<file path="config.mk">
export PLATFORM = sky130hd
export DESIGN_NAME = modacc_top
export DESIGN_NICKNAME = d
export VERILOG_FILES = /design/src/rtl/modacc_pkg.sv /design/src/rtl/modacc_operand_gate.sv /design/src/rtl/modacc_modadd.sv /design/src/rtl/modacc_sum_reg.sv /design/src/rtl/modacc_top.sv
export SDC_FILE = /design/constraint.sdc
export NUM_CORES = 1
export LEC_CHECK = 0
export CORE_AREA = 2 2 39 41
export CTS_CLUSTER_SIZE = 30
export DETAILED_ROUTE_END_ITERATION = 16
export DIE_AREA = 0 0 41 43
export DONT_BUFFER_PORTS = 1
export PLACE_DENSITY_LB_ADDON = 0.15
export SLEW_MARGIN = 5
export SYNTH_ARGS = -nofsm -noshare
export SYNTH_HDL_FRONTEND = slang
export SYNTH_SLANG_ARGS = --single-unit
</file>
<file path="constraint.sdc">
create_clock -name clk -period 1.3 [get_ports clk]
set_clock_uncertainty 0.1 [all_clocks]
set_input_delay 0.195 -clock clk [delete_from_list [all_inputs] [get_ports clk]]
set_output_delay 0.195 -clock clk [all_outputs]
set_load 0.05 [all_outputs]
</file>
<file path="src/rtl/modacc_pkg.sv">
package modacc_pkg;

   // Selects the implementation of the modular adder
   typedef enum logic [0:0] {
      IMPL_ARITH = 1'b0,   // compare-and-subtract on a widened sum
      IMPL_GATES = 1'b1    // fixed sum-of-products equations, modulus 3 only
   } impl_e;

   localparam int unsigned MOD_MIN = 2;
   localparam int unsigned MOD_MAX = 16;

   function automatic int unsigned mod_add(input int unsigned a,
                                           input int unsigned b,
                                           input int unsigned m);
      return (a + b) % m;
   endfunction

endpackage

</file>
<file path="src/rtl/modacc_operand_gate.sv">
module modacc_operand_gate #(
   parameter int unsigned MOD = 3,
   parameter int unsigned W   = 2
) (
   input  logic         strobe_i,
   input  logic [W-1:0] operand_i,
   output logic         take_o,
   output logic         refuse_o
);
   localparam logic [W:0] MODV = (W+1)'(MOD);

   logic legal;

   always_comb begin
      legal    = ({1'b0, operand_i} < MODV);
      take_o   = strobe_i & legal;
      refuse_o = strobe_i & ~legal;
   end

endmodule

</file>
<file path="src/rtl/modacc_modadd.sv">
module modacc_modadd #(
   parameter int unsigned      MOD  = 3,
   parameter int unsigned      W    = 2,
   parameter modacc_pkg::impl_e IMPL = modacc_pkg::IMPL_GATES
) (
   input  logic [W-1:0] acc_i,
   input  logic [W-1:0] add_i,
   output logic [W-1:0] sum_o
);
   localparam logic [W:0] MODV = (W+1)'(MOD);

   generate
      if (IMPL == modacc_pkg::IMPL_GATES) begin : g_gates
         if (MOD != 3 || W != 2) begin : g_bad
            $error("IMPL_GATES needs MOD = 3");
         end
         logic y1, y0, x1, x0;
         always_comb begin
            {y1, y0} = acc_i[1:0];
            {x1, x0} = add_i[1:0];
            // result bit 1 set for 0+2, 1+1, 2+0
            sum_o[1] = (~y1 & ~y0 &  x1 & ~x0) |
                       (~y1 &  y0 & ~x1 &  x0) |
                       ( y1 & ~y0 & ~x1 & ~x0);
            // result bit 0 set for 0+1, 1+0, 2+2
            sum_o[0] = (~y1 & ~y0 & ~x1 &  x0) |
                       (~y1 &  y0 & ~x1 & ~x0) |
                       ( y1 & ~y0 &  x1 & ~x0);
         end
      end else begin : g_arith
         logic [W:0] raw;
         always_comb begin
            raw   = {1'b0, acc_i} + {1'b0, add_i};
            sum_o = (raw >= MODV) ? W'(raw - MODV) : W'(raw);
         end
      end
   endgenerate

   // legal inputs always give a legal residue
   always_comb begin
      if (({1'b0, acc_i} < MODV) && ({1'b0, add_i} < MODV)) begin
         a_r2_in_range: assert ({1'b0, sum_o} < MODV)
            else $error("modular sum out of range");
      end
   end

endmodule

</file>
<file path="src/rtl/modacc_sum_reg.sv">
module modacc_sum_reg #(
   parameter int unsigned MOD = 3,
   parameter int unsigned W   = 2
) (
   input  logic         clk,
   input  logic         rst,
   input  logic         take_i,
   input  logic         refuse_i,
   input  logic [W-1:0] next_i,
   output logic [W-1:0] sum_o,
   output logic         flag_o
);
   localparam logic [W:0] MODV = (W+1)'(MOD);

   logic state_bad;

   always_comb state_bad = ({1'b0, sum_o} >= MODV);

   always_ff @(posedge clk) begin
      if (rst) begin
         sum_o  <= '0;
         flag_o <= 1'b0;
      end else begin
         flag_o <= refuse_i;
         if (state_bad)
            sum_o <= '0;
         else if (take_i)
            sum_o <= next_i;
      end
   end

   // reset clears both registers whatever else is presented
   a_r1_reset_clear: assert property (@(posedge clk)
      rst |=> (sum_o == '0) && !flag_o);

   // no strobe, no movement (legal state)
   a_r3_hold: assert property (@(posedge clk) disable iff (rst)
      (!take_i && !refuse_i && !state_bad) |=> $stable(sum_o));

   // refused operand keeps the sum and raises the flag once
   a_r4_refuse: assert property (@(posedge clk) disable iff (rst)
      (refuse_i && !state_bad) |=> (flag_o && $stable(sum_o)));

   // the flag is low unless an operand was refused
   a_r5_flag_quiet: assert property (@(posedge clk) disable iff (rst)
      !refuse_i |=> !flag_o);

   // a bad state code is cleared at the next edge
   a_r6_recover: assert property (@(posedge clk) disable iff (rst)
      state_bad |=> (sum_o == '0));

   // the bad code is never seen
   a_r6_legal_code: assert property (@(posedge clk) disable iff (rst)
      !state_bad);

endmodule

</file>
<file path="src/rtl/modacc_top.sv">
module modacc_top #(
   parameter int unsigned       MOD  = 3,
   parameter modacc_pkg::impl_e IMPL = modacc_pkg::IMPL_GATES,
   localparam int unsigned      W    = (MOD < 2) ? 1 : $clog2(MOD)
) (
   input  logic         clk,
   input  logic         rst,
   input  logic         in_valid,
   input  logic [W-1:0] operand,
   output logic [W-1:0] sum_out,
   output logic         bad_operand
);
   localparam logic [W:0] MODV = (W+1)'(MOD);

   generate
      if (MOD < modacc_pkg::MOD_MIN || MOD > modacc_pkg::MOD_MAX) begin : g_mod_check
         $error("MOD outside supported range");
      end
   endgenerate

   logic         take;
   logic         refuse;
   logic [W-1:0] next_sum;

   modacc_operand_gate #(.MOD(MOD), .W(W)) u_gate (
      .strobe_i  (in_valid),
      .operand_i (operand),
      .take_o    (take),
      .refuse_o  (refuse)
   );

   modacc_modadd #(.MOD(MOD), .W(W), .IMPL(IMPL)) u_add (
      .acc_i (sum_out),
      .add_i (operand),
      .sum_o (next_sum)
   );

   modacc_sum_reg #(.MOD(MOD), .W(W)) u_reg (
      .clk      (clk),
      .rst      (rst),
      .take_i   (take),
      .refuse_i (refuse),
      .next_i   (next_sum),
      .sum_o    (sum_out),
      .flag_o   (bad_operand)
   );

   // a strobed legal operand gives the modular sum one cycle later
   a_r2_add: assert property (@(posedge clk) disable iff (rst)
      (in_valid && ({1'b0, operand} < MODV) && ({1'b0, sum_out} < MODV))
      |=> (int'(sum_out) ==
           modacc_pkg::mod_add(int'($past(sum_out)), int'($past(operand)), MOD)));

endmodule

</file>
==> out/qor.log, run 1 <==
qor: timing.unrepaired_setup_endpoints_after_global_routing false
qor: setup_path.category_of_the_critical_setup_timing_path reg -> out
qor: timing.totalNegativeSetupSlack 0 ns
qor: finish.syn2layout_area_growth 38.0%
qor: synth.syn_inst 18
qor: global_route.global_route.overflow_total 0
qor: timing.clock.fmax 818 MHz
qor: timing.final_min_period_over_clock_period 94.0%
qor: timing.post-route-min-period 1.22 ns
qor: global_route.grt_antenna_before_repair 0
qor: setup_path.timing.critical_path.to_type output port
qor: clock_network.clk_root_buffer_cell sky130_fd_sc_hd__clkbuf_4
qor: die.design.die.area 1760 um2
qor: setup_path.cp_max_fo 6
qor: job.max_cap_violations 0
qor: setup_path.critPathMaxStageDelay 0.44 ns
qor: timing.drv_slew 0
qor: clock_network.insertion_delay 0.23 ns
qor: synth.ys_warn_count 0
qor: timing.hold_viol_final 0
qor: finish.fin_area 259 um2
qor: detailed_routing.drt.antenna.violating_nets 0
qor: place.dpl-instance-area 223 um2
qor: power.net-switching-power 0.0804 mW
qor: synth.synth.avg_cell_area 10.4 um2
qor: power.power.share.sequential 34.2%
qor: detailed_routing.wire_per_inst 10.7 um
qor: die.start_util 13.6%
qor: power.p_int 0.234 mW
qor: synth.syn-num-nets 23
qor: detailed_routing.postRouteWirelength 440 um
qor: finish.antennaDiodeCount 0
qor: clock_network.ctsHtreeMaxLevel 1
qor: worst_hold_path.hp-class in -> reg
qor: clock_network.clkTransAtPathRegs 0.04 ns
qor: finish.final_cell_count_no_fill 41
qor: finish.top_library_cells_by_usage_in_the_layout_fill_and_taps_aside 4 x sky130_fd_sc_hd__nor3b_1, 3 x sky130_fd_sc_hd__clkbuf_4, 3 x sky130_fd_sc_hd__dfxtp_1
qor: detailed_routing.drc_violations_left 0
qor: synth.syn_area 188 um2
qor: timing.final-setup-viol-count 0
qor: synth.yosysUniqueCellTypes 10
qor: power.vdd.ir_drop.worst 0.000267 V
qor: synth.postSynthRegisterBits 3
qor: global_route.grt_pass1_vias 172
qor: clock_network.cts_made_buffers 3
qor: global_route.maximum_number_of_pins_on_one_net_before_global_route_repair 7
qor: global_route.grt_pass1_wl 683 um
qor: place.placement.io_buffers 0
qor: timing.final.hold.worst_slack 0.0854 ns
qor: setup_path.crit_chain buf_4
qor: global_route.global_route.usage.total 6.41%
qor: clock_network.post_cts_resize_count 0
qor: setup_path.critPathLaunchType register
qor: clock_network.cts_tree done
qor: setup_path.critical_path_required 1.00 ns
qor: die.io_pins 8
qor: timing.worst_slew_pin_slew 0.473 ns
qor: setup_path.critPathSlowestCell sky130_fd_sc_hd__dfxtp_1
qor: synth.yosysSeqAreaShare 32.0%
qor: power.power_density 1210 nW/um2
qor: power.switching_share 25.6%
qor: power.power.combinational.fraction 14.7%
qor: power.design_power_total 0.315 mW
qor: clock_network.max-clock-path-buffers 2
qor: die.core 1380 um2
qor: detailed_routing.number_of_vias_after_detailed_routing 163
qor: setup_path.data_arrival_time_of_the_critical_path 0.93 ns
qor: die.vertical_die_dimension 43 um
qor: die.count_of_standard_cell_rows 14
qor: detailed_routing.detail_route.first_pass.iterations 2
qor: outcome.outcome finished, final reports clean
qor: finish.layout.cells.most_common sky130_fd_sc_hd__nor3b_1
qor: setup_path.worstPathBufferInverterCount 1
qor: timing.slew_headroom 68.4%
qor: detailed_routing.via_per_inst 3.98
qor: clock_network.numClockSinks 3
qor: finish.final_layout_size_suffix_gt1_share 40.0%
qor: die.die_width 41 um
qor: detailed_routing.first_iter_violations 2
qor: setup_path.cp_top_family flip-flops
qor: power.power.leakage 0.108 nW
qor: place.gp_congestion 0.573
qor: finish.final_net_count 31
qor: place.dp.cells 36
qor: power.pwr-share-clk 51.1%
==> worst min-delay path: stages <==
cell                      delay (ns)
sky130_fd_sc_hd__nor3b_1        0.03
sky130_fd_sc_hd__o21ai_1        0.08
sky130_fd_sc_hd__o41ai_2        0.07
==> area by class of cell <==
cell class | count | area, um2
Clock buffer | 4 | 26.3
Fill cell | 153 | 1120
Inverter | 2 | 7.51
Multi-Input combinational cell | 13 | 120
Timing Repair Buffer | 3 | 25.0
Sequential cell | 3 | 60.1
Tap cell | 16 | 20.0
==> power groups by stage <==
stage	clock [mW]	combinational, mW	sequential [mW]
4_1_cts	0.171	0.0466	0.108
2_1_floorplan	0	0.0221	0.120
3_5_place_dp	0	0.0429	0.109
6_report	0.161	0.0462	0.108
3_3_place_gp	0	0.0429	0.109
5_1_grt	0.175	0.0495	0.108
==> synth_stat cells <==
| cell type | instances | area [um2] |
|---|---|---|
| sky130_fd_sc_hd__nor3b_1 | 4 | 30.0 |
| sky130_fd_sc_hd__dfxtp_1 | 3 | 60.1 |
| sky130_fd_sc_hd__inv_1 | 2 | 7.51 |
| sky130_fd_sc_hd__o21ai_1 | 2 | 10.0 |
| sky130_fd_sc_hd__o41ai_2 | 2 | 32.5 |
| sky130_fd_sc_hd__and2_4 | 1 | 8.76 |
| sky130_fd_sc_hd__and3b_1 | 1 | 8.76 |
| sky130_fd_sc_hd__and3b_2 | 1 | 10.0 |
| sky130_fd_sc_hd__and4b_2 | 1 | 11.3 |
| sky130_fd_sc_hd__xor2_1 | 1 | 8.76 |
==> per-layer routing <==
layer	global-route usage (%)	up-vias	wire [um]
met4	8.00	0	0
li1	-	82	-
met5	0	-	0
met2	6.56	10	210
met3	4.71	0	46
met1	7.03	71	182
==> what timing repair did <==
| item | CTS | global route |
|---|---|---|
| hold buffers | 1 | 0 |
| setup buffers | 0 | 0 |
| hold endpoints to repair | 2 | 0 |
==> path summary, 6_finish.rpt <==
check,startpoint,end,slack [ns],cells after the start
hold reg to reg,u_reg.sum_o[1],u_reg.sum_o[1],0.47,2
setup reg to reg,u_reg.sum_o[1],u_reg.sum_o[0],0.24,3
setup / recovery,u_reg.sum_o[0],sum_out[0],0.08,1
hold / removal,rst,u_reg.sum_o[1],0.09,3
==> cells by family after synthesis <==
logic type,Yosys count,share of synthesized area (%)
AOI/OAI and AO/OA,4,22.7
DFF,3,32.0
xor gates and xnor gates,1,4.67
buffers and inverters,2,4.00
and+or+nand+nor,8,36.7
==> registers in the layout, summed over array words and instances, names as in the netlist <==
| register | flops |
|---|---|
| u_reg.flag_o | 1 |
| u_reg.sum_o | 2 |
==> stage by stage <==
stage | utilization [%] | setup WS (ns)
2_1_floorplan | - | 0.00185
3_3_place_gp | 16.1 | 0.254
3_5_place_dp | 16.1 | 0.234
4_1_cts | 18.7 | 0.0439
5_1_grt | 18.7 | 0.0211
6_report | 18.7 | 0.0778
No activity file was read; power rests on OpenSTA's default activity.
==> inputs of run 2 (changes only) <==
- PLACE_DENSITY_LB_ADDON: 0.15 -> default
==> run 2 against run 1 <==
  * Count of clock-buffer cells in the layout stayed put
  * Critical path depth stayed put
  * Worst setup slack better by 0.015 ns
  * Fmax is 1.2% higher
  * Sequential power hardly changed
  * Via count is 6.1% higher
  * Non-clock buffer count stayed put
  * Critical path type unchanged
==> out/qor.log, run 2 (synthesis results as in run 1) <==
qor: global_route.grt_pass1_vias 193
qor: global_route.maximum_number_of_pins_on_one_net_before_global_route_repair 7
qor: finish.fill_cell_instance_count_of_the_final_layout 157
qor: finish.final_net_count 31
qor: timing.drv_slew 0
qor: clock_network.max-clock-path-buffers 2
qor: setup_path.worstPathBufferInverterCount 1
qor: setup_path.category_of_the_critical_setup_timing_path reg -> out
qor: timing.totalNegativeSetupSlack 0 ns
qor: detailed_routing.met3_length 66 um
qor: power.power.combinational.fraction 14.6%
qor: clock_network.post_cts_resize_count 0
qor: clock_network.cts_made_buffers 3
qor: die.count_of_standard_cell_rows 14
qor: clock_network.clkTransAtPathRegs 0.04 ns
qor: die.vertical_die_dimension 43 um
qor: detailed_routing.wire_per_inst 10.4 um
qor: detailed_routing.first_iter_violations 0
qor: timing.worst_slew_pin_slew 0.488 ns
qor: timing.post-route-min-period 1.21 ns
qor: place.half_perimeter_wire_length_after_placement 323 um
qor: clock_network.ctsHtreeMaxLevel 1
qor: die.io_pins 8
qor: clock_network.insertion_delay 0.23 ns
qor: finish.final-seq-area 60.1 um2
qor: job.max_cap_violations 0
qor: global_route.global_route.overflow_total 0
qor: detailed_routing.top_signal_layer_used met3
qor: finish.max_reg_flops 2
qor: power.power_density 1220 nW/um2
qor: setup_path.data_arrival_time_of_the_critical_path 0.91 ns
qor: die.design.die.area 1760 um2
qor: finish.top_register u_reg.sum_o
qor: timing.final.setup.worst_slack 0.0924 ns
qor: place.gp_congestion 0.777
qor: outcome.outcome finished, final reports clean
qor: power.power.share.sequential 33.8%
qor: setup_path.critPathSlowestCell sky130_fd_sc_hd__dfxtp_1
qor: timing.slew_headroom 67.4%
qor: clock_network.clk_root_buffer_cell sky130_fd_sc_hd__clkbuf_4
qor: timing.unrepaired_setup_endpoints_after_global_routing false
qor: timing.final_min_period_over_clock_period 92.9%
qor: finish.layout.cells.most_common sky130_fd_sc_hd__nor3b_1
qor: setup_path.timing.critical_path.to_type output port
qor: detailed_routing.detail_route.first_pass.iterations 1
qor: detailed_routing.drc_violations_left 0
qor: setup_path.critPathMaxStageDelay 0.44 ns
qor: detailed_routing.wl_met2 163 um
qor: detailed_routing.drt.antenna.violating_nets 0
qor: finish.top_library_cells_by_usage_in_the_layout_fill_and_taps_aside 4 x sky130_fd_sc_hd__nor3b_1, 3 x sky130_fd_sc_hd__clkbuf_4, 3 x sky130_fd_sc_hd__dfxtp_1
qor: setup_path.critPathLaunchType register
qor: global_route.grt_pass1_wl 779 um
qor: finish.antennaDiodeCount 0
qor: global_route.global_route.usage.total 7.41%
qor: finish.final_layout_size_suffix_gt1_share 40.0%
qor: detailed_routing.postRouteWirelength 428 um
qor: power.net-switching-power 0.0824 mW
qor: timing.hold_viol_final 0
qor: die.core 1380 um2
qor: setup_path.critical_path_required 1.00 ns
qor: power.power.leakage 0.108 nW
qor: worst_hold_path.hp-class in -> reg
qor: finish.final_cell_count_no_fill 41
qor: finish.multi_input_comb_area 120 um2
qor: detailed_routing.route.layer.met1.wl 199 um
qor: power.p_int 0.234 mW
qor: detailed_routing.via_per_inst 4.22
qor: timing.final-setup-viol-count 0
qor: power.pwr-share-clk 51.6%
qor: place.placement.io_buffers 0
qor: place.dp.cells 36
qor: timing.clock.fmax 828 MHz
qor: power.switching_share 26.0%
qor: detailed_routing.number_of_vias_after_detailed_routing 173
qor: finish.biggestRegsByFlops u_reg.sum_o (2), u_reg.flag_o (1)
qor: global_route.grt_antenna_before_repair 0
qor: finish.final_util 18.7%
qor: die.die_width 41 um
qor: power.vdd.ir_drop.worst 0.000604 V
qor: setup_path.cp_top_family flip-flops
qor: clock_network.cts_hold_repair.buffers 1
qor: clock_network.numClockSinks 3
qor: setup_path.crit_chain buf_4
qor: setup_path.cp_max_fo 6
qor: clock_network.cts.repair_timing.setup_buffer_count 0
qor: die.start_util 13.6%
qor: clock_network.cts_tree done
qor: place.post-place-ws 0.250 ns
qor: finish.syn2layout_area_growth 38.0%
-- run 2: layout make-up --
cell class                      instances  share of cell area, %
Inverter                                2                   2.90
Clock buffer                            4                   10.1
Tap cell                               16                   7.73
Timing Repair Buffer                    3                   9.66
Sequential cell                         3                   23.2
Multi-Input combinational cell         13                   46.4
-- run 2: per-stage QoR --
step                      power (mW)  hold WS, ns  instance area [um2]
after CTS                      0.329       0.0753                  259
after detailed placement       0.152        0.194                  223
after floorplan                0.142        0.190                  188
after global placement         0.151        0.194                  223
after global routing           0.344       0.0765                  259
final                          0.317       0.0882                  259
-- run 2: worst paths after layout --
path | start | endpoint | slack [ns] | cells after the start
max reg2reg | u_reg.sum_o[1] | u_reg.sum_o[0] | 0.26 | 3
max | u_reg.sum_o[0] | sum_out[0] | 0.09 | 1
min reg2reg | u_reg.sum_o[1] | u_reg.sum_o[1] | 0.45 | 2
min | in_valid | u_reg.flag_o | 0.09 | 1
-- run 2: power groups by stage --
stage	Sequential, mW	Clock [mW]	Combinational, mW
2_1_floorplan	0.120	0	0.0221
3_3_place_gp	0.108	0	0.0431
3_5_place_dp	0.109	0	0.0433
4_1_cts	0.107	0.175	0.0469
5_1_grt	0.108	0.186	0.0497
6_report	0.107	0.163	0.0464
-- run 2: per-layer routing --
metal,vias up,GRT usage [%]
met5,-,0
met4,0,4.00
met3,0,9.95
met2,13,8.75
met1,79,6.71
li1,81,-
==> inputs of run 3 (changes only) <==
- RECOVER_POWER: default -> 100
==> run 3 against run 2 <==
  * Sequential cell count unchanged
  * Die area stayed put
  * Non-clock buffer count unchanged
  * Core utilization down 0.54 points
  * Design area decreased by 2.9%
  * Sequential share of layout area up 0.69 points
  * Register-to-register slack worse by 0.06 ns
  * Fmax is 0.15% higher
  * First-iteration DRC count is the same
  * Sequential power about the same
  * Global-route usage is the same
  * Combinational power is 5.4% lower
  * Critical endpoint unchanged
  * Largest cell class unchanged
  * Largest power group unchanged
==> out/qor.log, run 3 (synthesis results as in run 1) <==
qor: clock_network.numClockSinks 3
qor: clock_network.cts_made_buffers 3
qor: setup_path.data_arrival_time_of_the_critical_path 0.91 ns
qor: setup_path.cp_max_fo 6
qor: setup_path.crit_chain buf_4
qor: finish.final-seq-area 60.1 um2
qor: die.design.die.area 1760 um2
qor: finish.multi_input_comb_area 113 um2
qor: timing.drv_slew 0
qor: outcome.outcome finished, final reports clean
qor: power.vdd.ir_drop.worst 0.000602 V
qor: detailed_routing.via_per_inst 4.24
qor: timing.final-setup-viol-count 0
qor: timing.final_min_period_over_clock_period 92.7%
qor: detailed_routing.drc_violations_left 0
qor: clock_network.clk_root_buffer_cell sky130_fd_sc_hd__clkbuf_4
qor: setup_path.worstPathBufferInverterCount 1
qor: die.start_util 13.6%
qor: finish.fill_cell_instance_count_of_the_final_layout 159
qor: clock_network.ctsHtreeMaxLevel 1
qor: timing.post-route-min-period 1.21 ns
qor: timing.unrepaired_setup_endpoints_after_global_routing false
qor: die.core 1380 um2
qor: clock_network.max-clock-path-buffers 2
qor: die.io_pins 8
qor: worst_hold_path.hp-class in -> reg
qor: detailed_routing.detail_route.first_pass.iterations 1
qor: setup_path.category_of_the_critical_setup_timing_path reg -> out
qor: timing.clock.fmax 829 MHz
qor: job.max_cap_violations 0
qor: global_route.global_route.overflow_total 0
qor: die.die_width 41 um
qor: finish.max_reg_flops 2
qor: timing.totalNegativeSetupSlack 0 ns
qor: detailed_routing.postRouteWirelength 428 um
qor: finish.biggestRegsByFlops u_reg.sum_o (2), u_reg.flag_o (1)
qor: detailed_routing.drt.antenna.violating_nets 0
qor: worst_hold_path.worst_hold_startpoint rst
qor: timing.worst_slew_pin_slew 0.488 ns
qor: timing.slew_headroom 67.4%
qor: die.count_of_standard_cell_rows 14
qor: clock_network.insertion_delay 0.23 ns
qor: power.power_density 1250 nW/um2
qor: place.gp_congestion 0.777
qor: setup_path.critPathMaxStageDelay 0.43 ns
qor: global_route.grt_antenna_before_repair 0
qor: detailed_routing.wire_per_inst 10.4 um
qor: setup_path.worst_r2r_startpoint u_reg.sum_o[0]
qor: die.vertical_die_dimension 43 um
qor: place.half_perimeter_wire_length_after_placement 323 um
qor: detailed_routing.number_of_vias_after_detailed_routing 174
qor: setup_path.critPathSlowestCell sky130_fd_sc_hd__dfxtp_1
qor: place.dpl-instance-area 223 um2
qor: global_route.global_route.usage.total 7.41%
qor: clock_network.cts.repair_timing.setup_buffer_count 0
qor: finish.final_layout_size_suffix_gt1_share 36.0%
qor: finish.fin_area 251 um2
qor: finish.top_library_cells_by_usage_in_the_layout_fill_and_taps_aside 4 x sky130_fd_sc_hd__nor3b_1, 4 x sky130_fd_sc_hd__clkbuf_4, 3 x sky130_fd_sc_hd__dfxtp_1, 2 x sky130_fd_sc_hd__inv_1
qor: finish.antennaDiodeCount 0
qor: setup_path.timing.critical_path.from u_reg.sum_o[0]
qor: setup_path.critPathLaunchType register
qor: clock_network.cts_tree done
qor: setup_path.critical_path_required 1.00 ns
qor: clock_network.clkTransAtPathRegs 0.04 ns
qor: setup_path.timing.critical_path.to_type output port
qor: global_route.grt_pass1_vias 193
qor: power.power.leakage 0.102 nW
qor: timing.hold_viol_final 0
qor: global_route.grt_pass1_wl 779 um
qor: finish.final_net_count 31
qor: place.placement.io_buffers 0
qor: finish.syn2layout_area_growth 34.0%
qor: finish.top_register u_reg.sum_o
qor: clock_network.post_cts_resize_count 0
qor: global_route.maximum_number_of_pins_on_one_net_before_global_route_repair 7
qor: detailed_routing.first_iter_violations 0
qor: setup_path.cp_top_family flip-flops
run 3: changes by cell type in the layout (fill, tap and decap cells not counted):
cell                       delta
sky130_fd_sc_hd__clkbuf_4     +1
sky130_fd_sc_hd__o21ai_1      -1
sky130_fd_sc_hd__buf_4        -1
sky130_fd_sc_hd__o41ai_1      +1
sky130_fd_sc_hd__o21ai_0      +1
sky130_fd_sc_hd__o41ai_2      -1
run 3: metrics by stage:
| stage | instances | worst slack [ns] | total power, mW | util (%) | hold slack [ns] |
|---|---|---|---|---|---|
| 5_1_grt | 41 | 0.0196 | 0.341 | 18.2 | 0.0695 |
| 2_1_floorplan | 18 | 0.00185 | 0.142 | - | 0.190 |
| 3_3_place_gp | 36 | 0.277 | 0.151 | 16.1 | 0.194 |
| 4_1_cts | 41 | 0.0699 | 0.329 | 18.7 | 0.0753 |
| 6_report | 41 | 0.0943 | 0.314 | 18.2 | 0.0785 |
| 3_5_place_dp | 36 | 0.250 | 0.152 | 16.1 | 0.194 |
run 3: final cells by class:
class / count / share of cell area (%)
clock buffer: 4 / 10.4
inverter: 2 / 2.99
multi-input combinational: 13 / 44.8
sequential: 3 / 23.9
tap: 16 / 7.96
timing repair buffer: 3 / 9.95
run 3: path summary, 6_finish.rpt:
path / slack, ns / depth (start not counted) / end
worst max-delay path: 0.09 / 1 / sum_out[0]
worst min-delay path: 0.08 / 3 / u_reg.sum_o[0]
worst min register to register: 0.43 / 2 / u_reg.sum_o[1]
worst max register to register: 0.20 / 3 / u_reg.sum_o[1]
run 3: repair_timing:
item | in CTS | in global routing
hold buffers | 1 | 0
endpoints found under the hold margin | 2 | 0
endpoints found under the setup margin | 0 | 0
run 3: layer usage:
layer  vias to the layer above  GRT usage (%)  share of wire (%)
li1                         81              -                  -
met1                        79           6.71                 46
met2                        14           8.75                 38
met3                         0           9.95                 16
met4                         0           4.00                  0
met5                         -              0                  0
run 3: power by group:
group          internal, mW  leakage [nW]  switching [mW]
logic                0.0208        0.0628          0.0231
clock network         0.115        0.0150          0.0484
registers            0.0973        0.0245         0.00928
total                 0.233         0.102          0.0808
